<file path="config.mk">
export PLATFORM = sky130hd
export DESIGN_NAME = eeprom_wr_slave
export DESIGN_NICKNAME = d
export VERILOG_FILES = /design/src/rtl/eeprom_wr_slave.sv
export SDC_FILE = /design/constraint.sdc
export NUM_CORES = 1
export LEC_CHECK = 0
export BUFFER_PORTS_ARGS = -buffer_cell sky130_fd_sc_hd__buf_2
export CAP_MARGIN = 10
export CELL_PAD_IN_SITES_DETAIL_PLACEMENT = 1
export CELL_PAD_IN_SITES_GLOBAL_PLACEMENT = 2
export CORE_MARGIN = 2
export CORE_UTILIZATION = 33
export CTS_CLUSTER_SIZE = 24
export DETAILED_ROUTE_END_ITERATION = 8
export PLACE_DENSITY = 0.78
export SYNTH_ARGS = -nofsm -noshare
export SYNTH_HDL_FRONTEND = slang
export SYNTH_SLANG_ARGS = --single-unit
</file>
<file path="constraint.sdc">
create_clock -name clk -period 2 [get_ports clk]
set_input_delay 0.2 -clock clk [delete_from_list [all_inputs] [get_ports clk]]
set_output_delay 0.2 -clock clk [all_outputs]
set_load 0.02 [all_outputs]
</file>
<file path="src/rtl/eeprom_wr_slave.sv">
module eeprom_wr_slave #(
  parameter logic [3:0] DEV_CODE = 4'b1010,
  parameter logic [2:0] SLAVE_ID = 3'b000,
  parameter int         AW       = 13,
  parameter int         PW       = 5
) (
  input  logic          clk,
  input  logic          rst_n,
  input  logic          scl_in,
  input  logic          sda_in,
  input  logic          busy,
  output logic          sda_oe,
  output logic          wr_stb,
  output logic [AW-1:0] wr_addr,
  output logic [7:0]    wr_data,
  output logic          commit
);
  localparam int HI = AW - 8;

  typedef enum logic [2:0] {IDLE, DEV, AHI, ALO, DATA} st_t;

  st_t           state;
  logic [2:0]    scl_q, sda_q;
  logic [6:0]    shreg;
  logic [3:0]    cnt;
  logic [AW-1:0] addr;
  logic          ack_pend, got;

  wire scl_rise = scl_q[1] & ~scl_q[2];
  wire scl_fall = ~scl_q[1] & scl_q[2];
  wire start_c  = scl_q[1] & scl_q[2] & sda_q[2] & ~sda_q[1];
  wire stop_c   = scl_q[1] & scl_q[2] & ~sda_q[2] & sda_q[1];
  wire [7:0] byte_nx = {shreg, sda_q[1]};
  wire match = (byte_nx == {DEV_CODE, SLAVE_ID, 1'b0}) && !busy;
  wire [AW-1:0] addr_nx = {addr[AW-1:PW], addr[PW-1:0] + 1'b1};

  always_ff @(posedge clk) begin
    if (!rst_n) begin
      scl_q <= '1;
      sda_q <= '1;
    end else begin
      scl_q <= {scl_q[1:0], scl_in};
      sda_q <= {sda_q[1:0], sda_in};
    end
  end

  always_ff @(posedge clk) begin
    if (!rst_n) begin
      state    <= IDLE;
      shreg    <= '0;
      cnt      <= '0;
      addr     <= '0;
      ack_pend <= 1'b0;
      got      <= 1'b0;
      sda_oe   <= 1'b0;
      wr_stb   <= 1'b0;
      wr_addr  <= '0;
      wr_data  <= '0;
      commit   <= 1'b0;
    end else begin
      wr_stb <= 1'b0;
      commit <= 1'b0;
      if (start_c) begin
        state    <= busy ? IDLE : DEV;
        cnt      <= '0;
        sda_oe   <= 1'b0;
        ack_pend <= 1'b0;
        got      <= 1'b0;
      end else if (stop_c) begin
        commit   <= got;
        got      <= 1'b0;
        state    <= IDLE;
        sda_oe   <= 1'b0;
        ack_pend <= 1'b0;
      end else if (state != IDLE) begin
        if (scl_rise) begin
          if (cnt == 4'd8) begin
            cnt <= '0;
          end else begin
            shreg <= byte_nx[6:0];
            cnt   <= cnt + 1'b1;
            if (cnt == 4'd7) begin
              case (state)
                DEV: begin
                  if (match) begin
                    ack_pend <= 1'b1;
                    state    <= AHI;
                  end else begin
                    state <= IDLE;
                  end
                end
                AHI: begin
                  addr[AW-1:8] <= byte_nx[HI-1:0];
                  ack_pend     <= 1'b1;
                  state        <= ALO;
                end
                ALO: begin
                  addr[7:0] <= byte_nx;
                  ack_pend  <= 1'b1;
                  state     <= DATA;
                end
                default: begin
                  wr_stb   <= 1'b1;
                  wr_data  <= byte_nx;
                  wr_addr  <= addr;
                  addr     <= addr_nx;
                  got      <= 1'b1;
                  ack_pend <= 1'b1;
                end
              endcase
            end
          end
        end else if (scl_fall) begin
          if (ack_pend) begin
            sda_oe   <= 1'b1;
            ack_pend <= 1'b0;
          end else if (cnt == 4'd0) begin
            sda_oe <= 1'b0;
          end
        end
      end
    end
  end

  p_ack_rise_scl_low_r4: assert property (@(posedge clk) disable iff (!rst_n)
    $rose(sda_oe) |-> !$past(scl_q[1]));

  p_ack_fall_scl_low_r4: assert property (@(posedge clk) disable iff (!rst_n)
    ($fell(sda_oe) && !$past(start_c) && !$past(stop_c)) |-> !$past(scl_q[1]));

  p_oe_active_only_r3: assert property (@(posedge clk) disable iff (!rst_n)
    sda_oe |-> state != IDLE);

  p_stb_single_r6: assert property (@(posedge clk) disable iff (!rst_n)
    wr_stb |=> !wr_stb);

  p_commit_needs_data_r8: assert property (@(posedge clk) disable iff (!rst_n)
    commit |-> ($past(got) && $past(stop_c)));

  p_busy_start_ignored_r10: assert property (@(posedge clk) disable iff (!rst_n)
    $past(start_c && busy) |-> (state == IDLE && !sda_oe));
endmodule

</file>
Word-level counts from Yosys, hierarchy flattened --
Cells that the tools add are included.
Storage, ports and cells: register bits 59, bits of input ports 5, output and inout port bits 24, word-level logic and storage cells 93
Operators by class: add/sub/neg operators 2, equality and inequality tests 10, multiplexer cells 20, bitwise logic cells 20, reductions and logical operators 26
Operator list (count):
- $reduce_and A7 Y1 | 3
- $reduce_and A5 Y1 | 4
- $mux W3 | 6
- $pmux W8 S2 | 1
- $not A1 Y1 | 13
- $reduce_bool A3 Y1 | 4
- $mux W1 | 10
- $pmux W3 S3 | 1
- $reduce_or A3 Y1 | 3
- $eq A8 B8 Y1 const B | 1
- $reduce_and A8 Y1 | 1
- $and A1 B1 Y1 | 7
- $reduce_or A7 Y1 | 1
- $eq A3 B2 Y1 const B | 2
- $ne A3 B3 Y1 const B | 2
- $add A5 B1 Y5 const B | 1
- $reduce_bool A5 Y1 | 1
- $add A4 B1 Y4 const B | 1
- $eq A4 B3 Y1 const B | 1
- $eq A4 B4 Y1 const B | 1
- $logic_not A4 Y1 | 1
- $mux W4 | 1
- $reduce_and A4 Y1 | 1
- $reduce_bool A2 Y1 | 2
- other kinds (8) | 9

Logic depth before layout (Yosys ltp) --
depth after elaboration 10, mapped depth 7, depth with buffers taken out 6

Least setup slack after synthesis --
Ideal clock, no wire load.
path type reg2reg, from register scl_q[2], to register wr_data[5], setup time 0.069 ns, data arrival time 1.455 ns, required time 1.931 ns, setup slack 0.477 ns, stages on the path, launching flop included 8, period minus slack after synthesis 1.523 ns, cell sequence dfxtp_1 -> inv_1 -> ha_1 -> nand4b_1 -> a211oi_2 -> buf_2 -> nand3_1 -> o21ai_1
Between the ends: elaborated cells between the ends (all ways) 10
RTL lines:
- start, declared | RTL line 23 | logic [2:0] scl_q, sda_q;
- start signal, assigned | RTL line 42 | scl_q <= {scl_q[1:0], scl_in};
- $not A1 Y1 | RTL line 29 | wire scl_rise = scl_q[1] & ~scl_q[2];
- $and A1 B1 Y1 | RTL line 29
- via scl_rise | RTL line 29
- $reduce_and A7 Y1 (no source line)
- end signal, assigned | RTL line 104 | wr_data <= byte_nx;
- end, declared | RTL line 15 | output logic [7:0] wr_data,
The timed path passes the listed nets, and every way through them passes these cells. A chain may end at the register's enable or synchronous reset.

Worst setup path after layout --
from register scl_q[2], to register addr[10]
Between the ends: elaborated cells between the ends (all ways) 10
RTL lines:
- $not A1 Y1 | RTL line 29
- $and A1 B1 Y1 | RTL line 29
- via scl_rise | RTL line 29
- $reduce_and A7 Y1 (no source line)
- end signal, assigned by index | RTL line 93 | addr[AW-1:8] <= byte_nx[HI-1:0];
- end signal, assigned | RTL line 106 | addr <= addr_nx;
- end, declared | RTL line 26 | logic [AW-1:0] addr;
The timed path passes the listed nets, and every way through them passes these cells.

==> reports/metrics.sh <==
STATUS='complete, no violations'
SYNTHFLOPTYPE='sky130_fd_sc_hd__dfxtp_1'
DIE_WIDTH_UM=91.15
CLK_ROOT_BUFFER_CELL='sky130_fd_sc_hd__clkbuf_8'
ANT_NETS=0
HIGHEST_DELAY_CELL_ALONG_THE_CRITICAL_PATH='sky130_fd_sc_hd__and4_1'
IR_DROP_V=0.0003346
DIE-AREA_UM2=8307
SYNTH_FP_NETS=306
WORST-R2R-CELL-COUNT=5
TIMING_MAX_TRANSITION_VIOLATIONS_FINAL=0
FINAL_CELL_AREA_UM2=2982
GRT_FIRST_PASS_WIRELENGTH_MM=10.03
POST_DP_CELL_AREA_UM2=2766
MIN_TO='scl_q[0]'
WIRELENGTH_MM=6.024
ENDPOINT_KIND='flip-flop'
PLACEMENT.IO_BUFFERS=28
TOTAL_OVERFLOW_REPORTED_BY_THE_GLOBAL_ROUTER=0
FINALSETUPVIOLCOUNT=0
SYN_TO_FINAL_GROWTH_PCT=18.97
RSZ_0062_RAISED_AFTER_GLOBAL_ROUTING='false'
CTS-BUFFERS-INSERTED=9
TIMING.SLEW.HEADROOM_PCT=61.20
CRITICAL_PATH.REG2REG.STARTPOINT='scl_q[2]'
YS_SEQ_AREA_SHARE_PCT=47.13
DP_SLACK_PS=274.2
HP-START='scl_in'
CRITICAL_PATH_PEAK_FANOUT=7
SYNTH.TOP_CELL.AREA_SHARE_PCT=47.13
DETAIL_ROUTE.WL_PER_CELL_UM=14.17
HALF_PERIMETER_WIRE_LENGTH_OF_THE_DETAILED_PLACEMENT_RESULT_MM=4.238
SYN-MEAN-INSTANCE-AREA_UM2=8.495
START_UTIL_PCT=34.37
MAXCLOCKFREQUENCY_MHz=574.4
WORST_TRAN_PIN_VALUE_PS=575.9
TRACK_USAGE_PCT=15.26
LARGEST_NET_DEGREE_AT_THE_START_OF_GLOBAL_ROUTING=44
CLKSLEWWORSTSETUPHOLDPATHS_PS=60
CTS.SINK_COUNT=59
YOSYS_REGISTER_BITS=59
POST-ROUTE-WORST-SETUP-SLACK_PS=259.0
HOLD_CLASS='in2reg'
POST_SYNTHESIS_CELL_COUNT=295
ASYNCSETRESETFLOPFRACSYNTH_PCT=0
HOLDPATHSTAGES=2
ROWS=31
PATH_CELLS='inv_1 -> ha_1 -> and4b_1 -> and4_1 -> mux2i_1'
FINALHOLDWORSTSLACK_PS=49.41
CP_DATA_REQUIRED_TIME_PS=2260
DRIVE_ABOVE_1_SHARE_PCT=16.87
CLK_LATENCY_PS=330
GRT_ANTENNA_BEFORE_REPAIR=0
END_OF_THE_WORST_REGISTER_TO_REGISTER_PATH='addr[10]'
POST-ROUTE-DRC-COUNT=0
POST_DRT_VIA_CELL_RATIO=4.929
ROUTE.VIAS.TOTAL=2095
SYNTHDOMINANTAREACELLTYPE='sky130_fd_sc_hd__dfxtp_1'
DISTINCT_CELL_TYPE_COUNT_AFTER_SYNTHESIS=42
CTSHTREEMAXLEVEL=3
POWER.LEAKAGE_nW=1.140
SYNTH_MOST_COMMON_CELL='sky130_fd_sc_hd__dfxtp_1'
PATH_CLASS='reg2reg'
CORE_REGION_AREA_UM2=7292
SYNTH_AREA_UM2=2506
POST_CTS_RESIZE_COUNT=0
SYNTH.AREA.TOP_CELLS='sky130_fd_sc_hd__dfxtp_1, sky130_fd_sc_hd__nand2_1, sky130_fd_sc_hd__nand3_1'
SYNTH_ENABLE_FLOP_CELLS=0
TOP_LEVEL_I_O_COUNT=29
DRT_FIRST_ITER_VIOLATIONS=61
POSTCTSSETUPBUFFERS=0
WORST-R2R-SETUP-SLACK_PS=260
DIE_H_UM=91.15
TIMING.CRITICAL_PATH.FROM_TYPE='flip-flop'
CTS.HOLD.BUFFERS_ADDED=0
DRTPASS1ITERATIONS=4
GPL.FINAL_WEIGHTED_CONGESTION=0.7639
MAX-CAP-VIOLATIONS=0
CTS-ROOT-TO-SINK-BUFFERS=2
YS_TOP_CELLS_BY_COUNT='sky130_fd_sc_hd__dfxtp_1, sky130_fd_sc_hd__nand2_1, sky130_fd_sc_hd__nand3_1'
FINALNETCOUNT=333
YOSYSWARNINGCOUNT=0
CP.ARRIVAL_PS=2000
INSERTEDDIODECOUNT=0
CLOCK_TREE_FROM_TRITONCTS='yes'
SLOWEST_DELAY_PS=430
GRT_PASS1_VIAS=2015
FIN_WORST_SKEW_PS=8.792
FINALWORSTPATHREQUIREDPERIOD_PS=1741
FINALSETUPTNS_PS=0
FINAL_HOLD_FAILS=0
TIMING.FINAL.CRIT_SHARE_PCT=87.05
POWER.DENSITY_CELL_AREA_nW_PER_UM2=819.2
-- through the flow --
step / std cells / total power, mW / util, %
detailed placement: 410 / 1.284 / 37.94
finish: 425 / 2.443 / 40.89
global placement: 410 / 1.284 / 37.94
CTS: 425 / 2.479 / 40.89
global route: 425 / 2.533 / 40.89
floorplan: 295 / 1.258 / -
-- per-layer routing --
metal / part of all wire, % / vias to the layer above / GRT usage [%]
met5: 0 / - / 0
met4: 1.7 / 0 / 7.576
met3: 2.1 / 7 / 2.988
met2: 45 / 22 / 23.46
met1: 52 / 990 / 20.40
li1: - / 1076 / -
-- layout by cell type (no fill, tap or decap), drive strengths merged, types with 2 or more instances in the layout --
master,n
dfxtp,59
nand2,53
buf,38
nand3,29
o21ai,29
a21oi,13
mux2i,13
inv,10
clkbuf,10
nor2,9
nand2b,6
ha,6
nor3,4
nand3b,4
or3,4
nor3b,3
nand4b,3
nor4,2
and4,2
o21a,2
a21o,2
o32ai,2
a311oi,2
clkinv,2
bufinv,2
a211oi,2
-- power breakdown --
group / total, mW / internal, mW / leakage [nW] / switching, mW
Combinational: 0.0716 / 0.0235 / 0.555 / 0.0480
Clock: 1.18 / 0.724 / 0.108 / 0.461
Sequential: 1.19 / 1.18 / 0.476 / 0.00595
-- worst max-delay path by stage --
stage / slack, ps / from / to
global route: 110 / scl_q[2] / wr_data[0]
global placement: 320 / scl_q[2] / wr_addr[2]
floorplan: 480 / scl_q[2] / wr_data[5]
CTS: 240 / scl_q[1] / addr[10]
finish: 260 / scl_q[2] / addr[10]
detailed placement: 270 / scl_q[1] / addr[10]
-- state kept, by name, indices dropped and copies added, names as in the netlist --
signal,count
sda_oe,1
addr,13
got,1
scl_q,3
cnt,4
commit,1
wr_stb,1
wr_addr,13
ack_pend,1
wr_data,8
shreg,7
sda_q,3
state,3
-- kinds of logic (layout without fill, tap and decap cells) --
group	after synthesis	count (layout)	share of synthesized area, %
AOI/OAI and AO/OA	58	58	13.98
xor gates and xnor gates	2	2	0.6991
adders and majority gates	6	6	2.995
buffers and inverters	32	63	5.442
DFF	59	59	47.13
muxes	13	13	5.192
and+or+nand+nor	125	125	24.56
-- cell type report --
type                       instances  area, um2
clock buffer                      10      137.6
sequential                        59       1181
tap                               99      123.9
fill                             898       4310
clock inverter                     5      77.57
timing repair buffer              38      227.7
inverter                          10      37.54
multi-input combinational        204       1196
-- worst max-delay path: cells and delay by family, from the launching register on --
kind                       cells  cell delay [ps]
and+or+nand+nor                2              800
adders and majority gates      1              240
buffers and inverters          1               60
DFF                            1              330
muxes                          1              240
Note: power is estimated with default switching activity, not from simulation.
